===== config.mk =====
export PLATFORM = sky130hd
export DESIGN_NAME = rstctl_top
export DESIGN_NICKNAME = d
export VERILOG_FILES = /design/src/rtl/rstctl_pkg.sv /design/src/rtl/rstctl_decode.sv /design/src/rtl/rstctl_cause.sv /design/src/rtl/rstctl_regs.sv /design/src/rtl/rstctl_pulse.sv /design/src/rtl/rstctl_top.sv
export SDC_FILE = /design/constraint.sdc
export NUM_CORES = 1
export LEC_CHECK = 0
export ABC_CLOCK_PERIOD_IN_PS = 1300
export BUFFER_PORTS_ARGS = -buffer_cell sky130_fd_sc_hd__clkbuf_2
export CAP_MARGIN = 10
export CELL_PAD_IN_SITES_DETAIL_PLACEMENT = 1
export CELL_PAD_IN_SITES_GLOBAL_PLACEMENT = 1
export CORE_ASPECT_RATIO = 1.1
export CORE_UTILIZATION = 28
export CTS_BUF_LIST = sky130_fd_sc_hd__clkbuf_8 sky130_fd_sc_hd__clkbuf_16
export DETAILED_ROUTE_END_ITERATION = 10
export PLACE_DENSITY_LB_ADDON = 0.1
export SLEW_MARGIN = 20
export SYNTH_ARGS = -nofsm -noshare
export SYNTH_HDL_FRONTEND = slang
export SYNTH_SLANG_ARGS = --single-unit

===== constraint.sdc =====
create_clock -name clk -period 1.3 [get_ports clk]
set_input_delay 0.26 -clock clk [delete_from_list [all_inputs] [get_ports clk]]
set_output_delay 0.26 -clock clk [all_outputs]
set_load 0.03 [all_outputs]

===== src/rtl/rstctl_pkg.sv =====
package rstctl_pkg;

  localparam int OFF_CFG     = 'h000;
  localparam int OFF_WARMKEY = 'h004;
  localparam int OFF_COLDKEY = 'h008;
  localparam int OFF_CAUSE   = 'h00C;
  localparam int OFF_CLRC    = 'h010;
  localparam int OFF_TRACE   = 'h014;
  localparam int OFF_IEN     = 'h200;
  localparam int OFF_IST     = 'h204;
  localparam int OFF_ICLR    = 'h208;
  localparam int OFF_ISET    = 'h20C;

  localparam int         KEY_W    = 8;
  localparam logic [7:0] WARM_KEY = 8'h1B;
  localparam logic [7:0] COLD_KEY = 8'hD4;

  // bit 0 is external, bit 6 is watchdog
  typedef struct packed {
    logic wdt;
    logic dbg;
    logic warm;
    logic cold;
    logic bod;
    logic pwr;
    logic ext;
  } cause_t;

  localparam int CAUSE_W = $bits(cause_t);

  typedef struct packed {
    logic cfg;
    logic warm_ok;
    logic cold_ok;
    logic clr_cause;
    logic trace;
    logic ien;
    logic iclr;
    logic iset;
  } wstb_t;

endpackage


===== src/rtl/rstctl_decode.sv =====
module rstctl_decode
  import rstctl_pkg::*;
#(
  parameter int ADDR_W = 12,
  parameter int DATA_W = 32
) (
  input  logic [ADDR_W-1:0] addr,
  input  logic              we,
  input  logic [DATA_W-1:0] wdata,
  output wstb_t             wstb
);

  function automatic logic hit(input logic [ADDR_W-1:0] a, input int off);
    return a == ADDR_W'(off);
  endfunction

  logic [KEY_W-1:0] key_byte;
  assign key_byte = wdata[KEY_W-1:0];

  always_comb begin
    wstb           = '0;
    wstb.cfg       = we && hit(addr, OFF_CFG);
    wstb.warm_ok   = we && hit(addr, OFF_WARMKEY) && (key_byte == WARM_KEY);
    wstb.cold_ok   = we && hit(addr, OFF_COLDKEY) && (key_byte == COLD_KEY);
    wstb.clr_cause = we && hit(addr, OFF_CLRC) && wdata[0];
    wstb.trace     = we && hit(addr, OFF_TRACE);
    wstb.ien       = we && hit(addr, OFF_IEN);
    wstb.iclr      = we && hit(addr, OFF_ICLR) && wdata[0];
    wstb.iset      = we && hit(addr, OFF_ISET) && wdata[0];
  end

endmodule


===== src/rtl/rstctl_cause.sv =====
module rstctl_cause
  import rstctl_pkg::*;
(
  input  logic   clk,
  input  logic   rst,
  input  logic   ext_req,
  input  logic   por_req,
  input  logic   bod_req,
  input  logic   wdt_req,
  input  logic   dbg_req,
  input  logic   sysreq_req,
  input  logic   warm_ok,
  input  logic   cold_ok,
  input  logic   bod_en,
  input  logic   wdt_en,
  input  logic   clr_cause,
  output cause_t cause,
  output logic   accept,
  output logic   cold_class
);

  cause_t hits;
  cause_t cause_q;

  always_comb begin
    hits      = '0;
    hits.ext  = ext_req;
    hits.pwr  = por_req;
    hits.bod  = bod_req && bod_en;
    hits.cold = cold_ok || sysreq_req;
    hits.warm = warm_ok;
    hits.dbg  = dbg_req;
    hits.wdt  = wdt_req && wdt_en;
  end

  assign accept     = |hits;
  assign cold_class = por_req || cold_ok;

  always_ff @(posedge clk) begin
    if (rst) begin
      cause_q <= '0;
    end else if (por_req) begin
      cause_q     <= '0;
      cause_q.pwr <= 1'b1;
    end else if (clr_cause) begin
      cause_q <= hits;
    end else begin
      cause_q <= cause_q | hits;
    end
  end

  assign cause = cause_q;

  assert_clear_R7: assert property (@(posedge clk) disable iff (rst)
    (clr_cause && !accept) |=> (cause == '0));

  assert_poweron_R8: assert property (@(posedge clk) disable iff (rst)
    por_req |=> (cause == cause_t'(CAUSE_W'(2))));

  assert_wdt_gate_R5: assert property (@(posedge clk) disable iff (rst)
    (wdt_req && !wdt_en && !clr_cause && !por_req) |=> (cause.wdt == $past(cause.wdt)));

endmodule


===== src/rtl/rstctl_regs.sv =====
module rstctl_regs
  import rstctl_pkg::*;
(
  input  logic  clk,
  input  logic  rst,
  input  wstb_t wstb,
  input  logic  wbit0,
  input  logic  wbit1,
  input  logic  cold_class,
  input  logic  bod_evt,
  output logic  bod_en,
  output logic  wdt_en,
  output logic  int_en,
  output logic  int_st,
  output logic  trace_rst,
  output logic  bod_irq
);

  logic bod_en_q, wdt_en_q, int_en_q, int_st_q, trace_q, irq_q;
  logic en_nx, st_nx;

  always_comb begin
    en_nx = int_en_q;
    if (cold_class)    en_nx = 1'b0;
    else if (wstb.ien) en_nx = wbit0;
    st_nx = int_st_q;
    if (wstb.iclr) st_nx = 1'b0;
    if (wstb.iset || bod_evt) st_nx = 1'b1;
  end

  always_ff @(posedge clk) begin
    if (rst) begin
      bod_en_q <= 1'b0;
      wdt_en_q <= 1'b0;
      trace_q  <= 1'b0;
      int_en_q <= 1'b0;
      int_st_q <= 1'b0;
      irq_q    <= 1'b0;
    end else begin
      if (cold_class) begin
        bod_en_q <= 1'b0;
        wdt_en_q <= 1'b0;
        trace_q  <= 1'b0;
      end else begin
        if (wstb.cfg) begin
          bod_en_q <= wbit0;
          wdt_en_q <= wbit1;
        end
        if (wstb.trace) trace_q <= wbit0;
      end
      int_en_q <= en_nx;
      int_st_q <= st_nx;
      irq_q    <= en_nx && st_nx;
    end
  end

  assign bod_en    = bod_en_q;
  assign wdt_en    = wdt_en_q;
  assign int_en    = int_en_q;
  assign int_st    = int_st_q;
  assign trace_rst = trace_q;
  assign bod_irq   = irq_q;

  assert_intset_R10: assert property (@(posedge clk) disable iff (rst)
    wstb.iset |=> int_st);

  assert_cold_clear_R11: assert property (@(posedge clk) disable iff (rst)
    cold_class |=> (!bod_en && !wdt_en && !int_en && !trace_rst));

endmodule


===== src/rtl/rstctl_pulse.sv =====
module rstctl_pulse #(
  parameter int PULSE_LEN = 16
) (
  input  logic clk,
  input  logic rst,
  input  logic start,
  output logic sys_rst
);

  localparam int CNT_W = $clog2(PULSE_LEN + 1);

  logic [CNT_W-1:0] cnt;
  logic             out_q;

  always_ff @(posedge clk) begin
    if (rst) begin
      cnt   <= '0;
      out_q <= 1'b0;
    end else begin
      out_q <= start || (cnt > CNT_W'(1));
      if (start)            cnt <= CNT_W'(PULSE_LEN);
      else if (cnt != '0)   cnt <= cnt - CNT_W'(1);
    end
  end

  assign sys_rst = out_q;

  assert_pulse_start_R2: assert property (@(posedge clk) disable iff (rst)
    start |=> sys_rst);

  assert_cnt_bound_R2: assert property (@(posedge clk) disable iff (rst)
    cnt <= CNT_W'(PULSE_LEN));

  assert_release_R2: assert property (@(posedge clk) disable iff (rst)
    $fell(sys_rst) |-> (cnt == '0));

endmodule


===== src/rtl/rstctl_top.sv =====
module rstctl_top
  import rstctl_pkg::*;
#(
  parameter int ADDR_W    = 12,
  parameter int DATA_W    = 32,
  parameter int PULSE_LEN = 16
) (
  input  logic              clk,
  input  logic              rst,
  input  logic [ADDR_W-1:0] bus_addr,
  input  logic              bus_we,
  input  logic [DATA_W-1:0] bus_wdata,
  output logic [DATA_W-1:0] bus_rdata,
  input  logic              ext_req,
  input  logic              por_req,
  input  logic              bod_req,
  input  logic              wdt_req,
  input  logic              dbg_req,
  input  logic              sysreq_req,
  output logic              sys_rst,
  output logic              trace_rst,
  output logic              bod_irq
);

  wstb_t  wstb;
  cause_t cause;
  logic   accept, cold_class;
  logic   bod_en, wdt_en, int_en, int_st;
  logic [DATA_W-1:0] rd_nx, rd_q;

  rstctl_decode #(.ADDR_W(ADDR_W), .DATA_W(DATA_W)) u_dec (
    .addr(bus_addr), .we(bus_we), .wdata(bus_wdata), .wstb(wstb)
  );

  rstctl_cause u_cause (
    .clk(clk), .rst(rst),
    .ext_req(ext_req), .por_req(por_req), .bod_req(bod_req),
    .wdt_req(wdt_req), .dbg_req(dbg_req), .sysreq_req(sysreq_req),
    .warm_ok(wstb.warm_ok), .cold_ok(wstb.cold_ok),
    .bod_en(bod_en), .wdt_en(wdt_en), .clr_cause(wstb.clr_cause),
    .cause(cause), .accept(accept), .cold_class(cold_class)
  );

  rstctl_regs u_regs (
    .clk(clk), .rst(rst), .wstb(wstb),
    .wbit0(bus_wdata[0]), .wbit1(bus_wdata[1]),
    .cold_class(cold_class), .bod_evt(bod_req),
    .bod_en(bod_en), .wdt_en(wdt_en), .int_en(int_en), .int_st(int_st),
    .trace_rst(trace_rst), .bod_irq(bod_irq)
  );

  rstctl_pulse #(.PULSE_LEN(PULSE_LEN)) u_pulse (
    .clk(clk), .rst(rst), .start(accept), .sys_rst(sys_rst)
  );

  always_comb begin
    rd_nx = '0;
    if (bus_addr == ADDR_W'(OFF_CFG))   rd_nx = DATA_W'({wdt_en, bod_en});
    if (bus_addr == ADDR_W'(OFF_CAUSE)) rd_nx = DATA_W'(cause);
    if (bus_addr == ADDR_W'(OFF_TRACE)) rd_nx = DATA_W'(trace_rst);
    if (bus_addr == ADDR_W'(OFF_IEN))   rd_nx = DATA_W'(int_en);
    if (bus_addr == ADDR_W'(OFF_IST))   rd_nx = DATA_W'(int_st);
  end

  always_ff @(posedge clk) begin
    if (rst) rd_q <= '0;
    else     rd_q <= rd_nx;
  end

  assign bus_rdata = rd_q;

  assert_rdata_upper_R12: assert property (@(posedge clk) disable iff (rst)
    bus_rdata[DATA_W-1:CAUSE_W] == '0);

endmodule


==> results by group <==
Status
  • Outcome: finished clean

Logic synthesis
  • Flops & latches, synth: 26
  • Leading area contributor after synthesis: dfxtp_1
  • Largest family of logic cells by synthesized area: simple AND/OR/NAND/NOR gates
  • Most frequent cells after synthesis: buf_4 (26), dfxtp_1 (26), o21ai_0 (10), inv_1 (9), nor2_1 (9)
  • Prevailing post-synth register cell: dfxtp_1
  • Yosys warning count: 0
  • Cell variety after synth: 41
  • Number of synthesized flops with an enable pin: 0
  • Synth area leaders: dfxtp_1 (34%), buf_4 (13%), and2_1 (3.3%), mux2i_1 (3.3%), o21ai_0 (3.3%)
  • Adder-cell share of the synthesized area: 2.48%
  • Multiplexer share of the synthesized area: under 10%
  • Async S/R FF share, synth: 0%
  • Synth Area per Inst: 9.13 sq um
  • Synthesized area: about 1500 sq um
  • Compound-Gate Fraction of Synth Area: between 10% and 20%
  • Post-synthesis simple-gate area fraction: between 20% and 30%
  • Post-synthesis sequential area ratio: around a third
  • Mapped Cells: between 150 and 200
  • XOR/XNOR share of the synthesized area: about 1.2%
  • Post-synth top area share: about a third

STA
  • RSZ-0062 raised after global routing: true
  • Post-layout minimum cycle time: approximately 1.3 ns
  • Hold Fails Final Rpt: 0
  • FMAX: 0.790 GHz
  • Final period util: 97.4%
  • Clk_skew: about 0.006 ns
  • Setup TNS: 0 ns
  • Setup violators final: 0
  • Post-route setup slack: approximately 0.034 ns
  • Slew Viols, Final: 0

Route
  • Drt initial violations: 51
  • Top sig layer: met4
  • WL final: around 4000 microns
  • WL per Instance: ~13 microns
  • Routed met2 length: 2030 microns
  • Met3 wire len: 164 microns
  • Vias per cell: 4.44
  • Via Count: ~1300
  • Detailed-route DRC error count: 0
  • Metal-1 WL: roughly 1700 microns
  • Drt pass-1 iters: 4
  • Post-detailed-route count of antenna-violating nets: 0

Clocking
  • Clk sink count: 26
  • CTS tree: yes
  • H-Tree Depth: 1
  • Root Driver: clkbuf_8
  • Clk pin slew, worst setup/hold paths: 0.10 ns
  • CTS Buf Count: 3
  • Clk Latency, worst-skew pair: between 0.2 and 0.3 ns
  • Clk buf depth: 2

Floorplan
  • Core area: just over 5000 sq um
  • Die span in x: ~72 microns
  • I/O Pins: 88
  • Std-Cell Rows: 27
  • Die Y: 79.2 microns
  • Initial core utilization: 29.7%
  • Die area: ~5700 sq um

Pwr
  • Leakage Power: 0.900 nW
  • Worst IR Drop VDD: 0.549 mV
  • Pwr dens: 915 nW/um^2

Setup path
  • Critical-path cell list: inv_2, ha_4, nor4b_4, nand2_1, o21ai_0, and4_1
  • WP data arrival: 1.48 ns
  • Nature of the critical path startpoint: register
  • Worst path bufs/invs: 1
  • Crit path required time: between 1.5 and 2 ns
  • CP max stage delay: 0.34 ns
  • Critical-path top delay cell: dfxtp_2
  • R2R depth: 6
  • Endpoint type of the worst setup path: register
  • Critical path depth: 6
  • CP Class: register to register
  • CP max FO: 4
  • Largest delay share family, worst path: simple AND/OR/NAND/NOR gates

Hold path
  • Hold Crit Class: primary input to register
  • Hold depth: 3

Placed design
  • Post-place instance area: approximately 1900 sq um
  • # port buffers: 38
  • Hpwl dp: 3340 microns
  • GPL Wtd Cong: between 0.7 and 0.8
  • Place WS: -0.284 ns

Cells and area
  • Fin area: roughly 2000 sq um
  • Fill cells: ~620
  • Share of layout cells above drive strength 1: about 39%
  • Antenna Cells: 0
  • Area grow syn2layout: 31.2%
  • Nets@finish: between 200 and 300

GRT
  • Initial antenna violation count: 0
  • First-pass GRT wire length: between 6000 and 7000 microns
  • Global route overflow: 0
  • Gr usage total: roughly 14%
  • Vias in the first global route: approximately 1400
  • Pin count of the biggest net entering global routing: 16

Run
  • Max cap viols: 0
==> layout make-up <==
type / count / area, sq um / area share [%]
tap: 72 / 90.1 / 4.53
inverter: 9 / 33.8 / 1.70
timing repair buffer: 60 / 359 / 18.1
multi-input combinational: 128 / 912 / 45.9
clock inverter: 1 / 30.0 / 1.51
sequential: 26 / 522 / 26.2
clock buffer: 3 / 41.3 / 2.08
==> routing by layer <==
metal	GRT usage, %	vias up
li1	-	668
met1	16.6	615
met2	25.2	38
met3	3.30	8
met4	4.90	0
met5	0	-
==> placed cells by master (no fill, tap or decap), drive strengths merged, types with 2 or more instances in the layout <==
cell type	count
nor4	6
a21oi	8
a41oi	3
and3	4
nand2	7
ha	3
dfxtp	26
mux2i	5
nor2	9
nor3	3
nor4b	3
conb	25
o21ai	10
clkbuf	41
a31oi	2
a31o	4
buf	22
nand4	4
xnor2	2
inv	9
and4	4
nand3	5
and2	11
==> through the flow <==
step | util, % | cells | power, mW | hold WS (ns)
floorplan | - | 190 | 1.08 | 0.389
global placement | 36.3 | 294 | 1.14 | 0.435
detailed placement | 36.3 | 294 | 1.15 | 0.445
CTS | 38.1 | 298 | 1.83 | 0.208
global route | 39.0 | 299 | 1.90 | 0.204
finish | 39.0 | 299 | 1.82 | 0.208
==> kinds of logic (layout without fill, tap and decap cells) <==
kind of cell    Yosys count  count (layout)
other cells               1              25
mux                       5               5
fa+ha+maj                 3               3
compound gates           30              30
xor+xnor                  2               2
buf+inv                  36              73
simple gates             63              63
flops                    26              26
==> where the power goes <==
group	total (mW)	internal [mW]	switching, mW
logic	0.320	0.111	0.208
clock network	0.679	0.412	0.267
registers	0.821	0.810	0.0110
==> state kept, by name, summed over array words and instances, names as in the netlist <==
register          flops
bus_rdata             7
u_cause.cause         7
u_pulse.cnt           5
u_pulse.sys_rst       1
u_regs.bod_en         1
u_regs.bod_irq        1
u_regs.int_en         1
u_regs.int_st         1
u_regs.trace_rst      1
u_regs.wdt_en         1
==> worst paths after layout <==
check                   start          endpoint  slack, ns
max            u_pulse.cnt[1]    u_pulse.cnt[1]       0.03
min                   dbg_req  u_cause.cause[5]       0.21
min reg2reg  u_cause.cause[5]      bus_rdata[5]       0.46
max reg2reg    u_pulse.cnt[1]    u_pulse.cnt[1]       0.03
==> what timing repair did <==
action	in CTS	in global routing
hold buffers	0	0
resized for setup	6	14
buffers inserted	0	1
endpoints found under the setup margin	4	16
pin swaps	2	4
==> tightest hold or removal path, cell delays in order <==
cell,delay [ns]
clkbuf_2,0.09
inv_1,0.04
a21oi_1,0.05
Note: power is estimated with default switching activity, not from simulation.
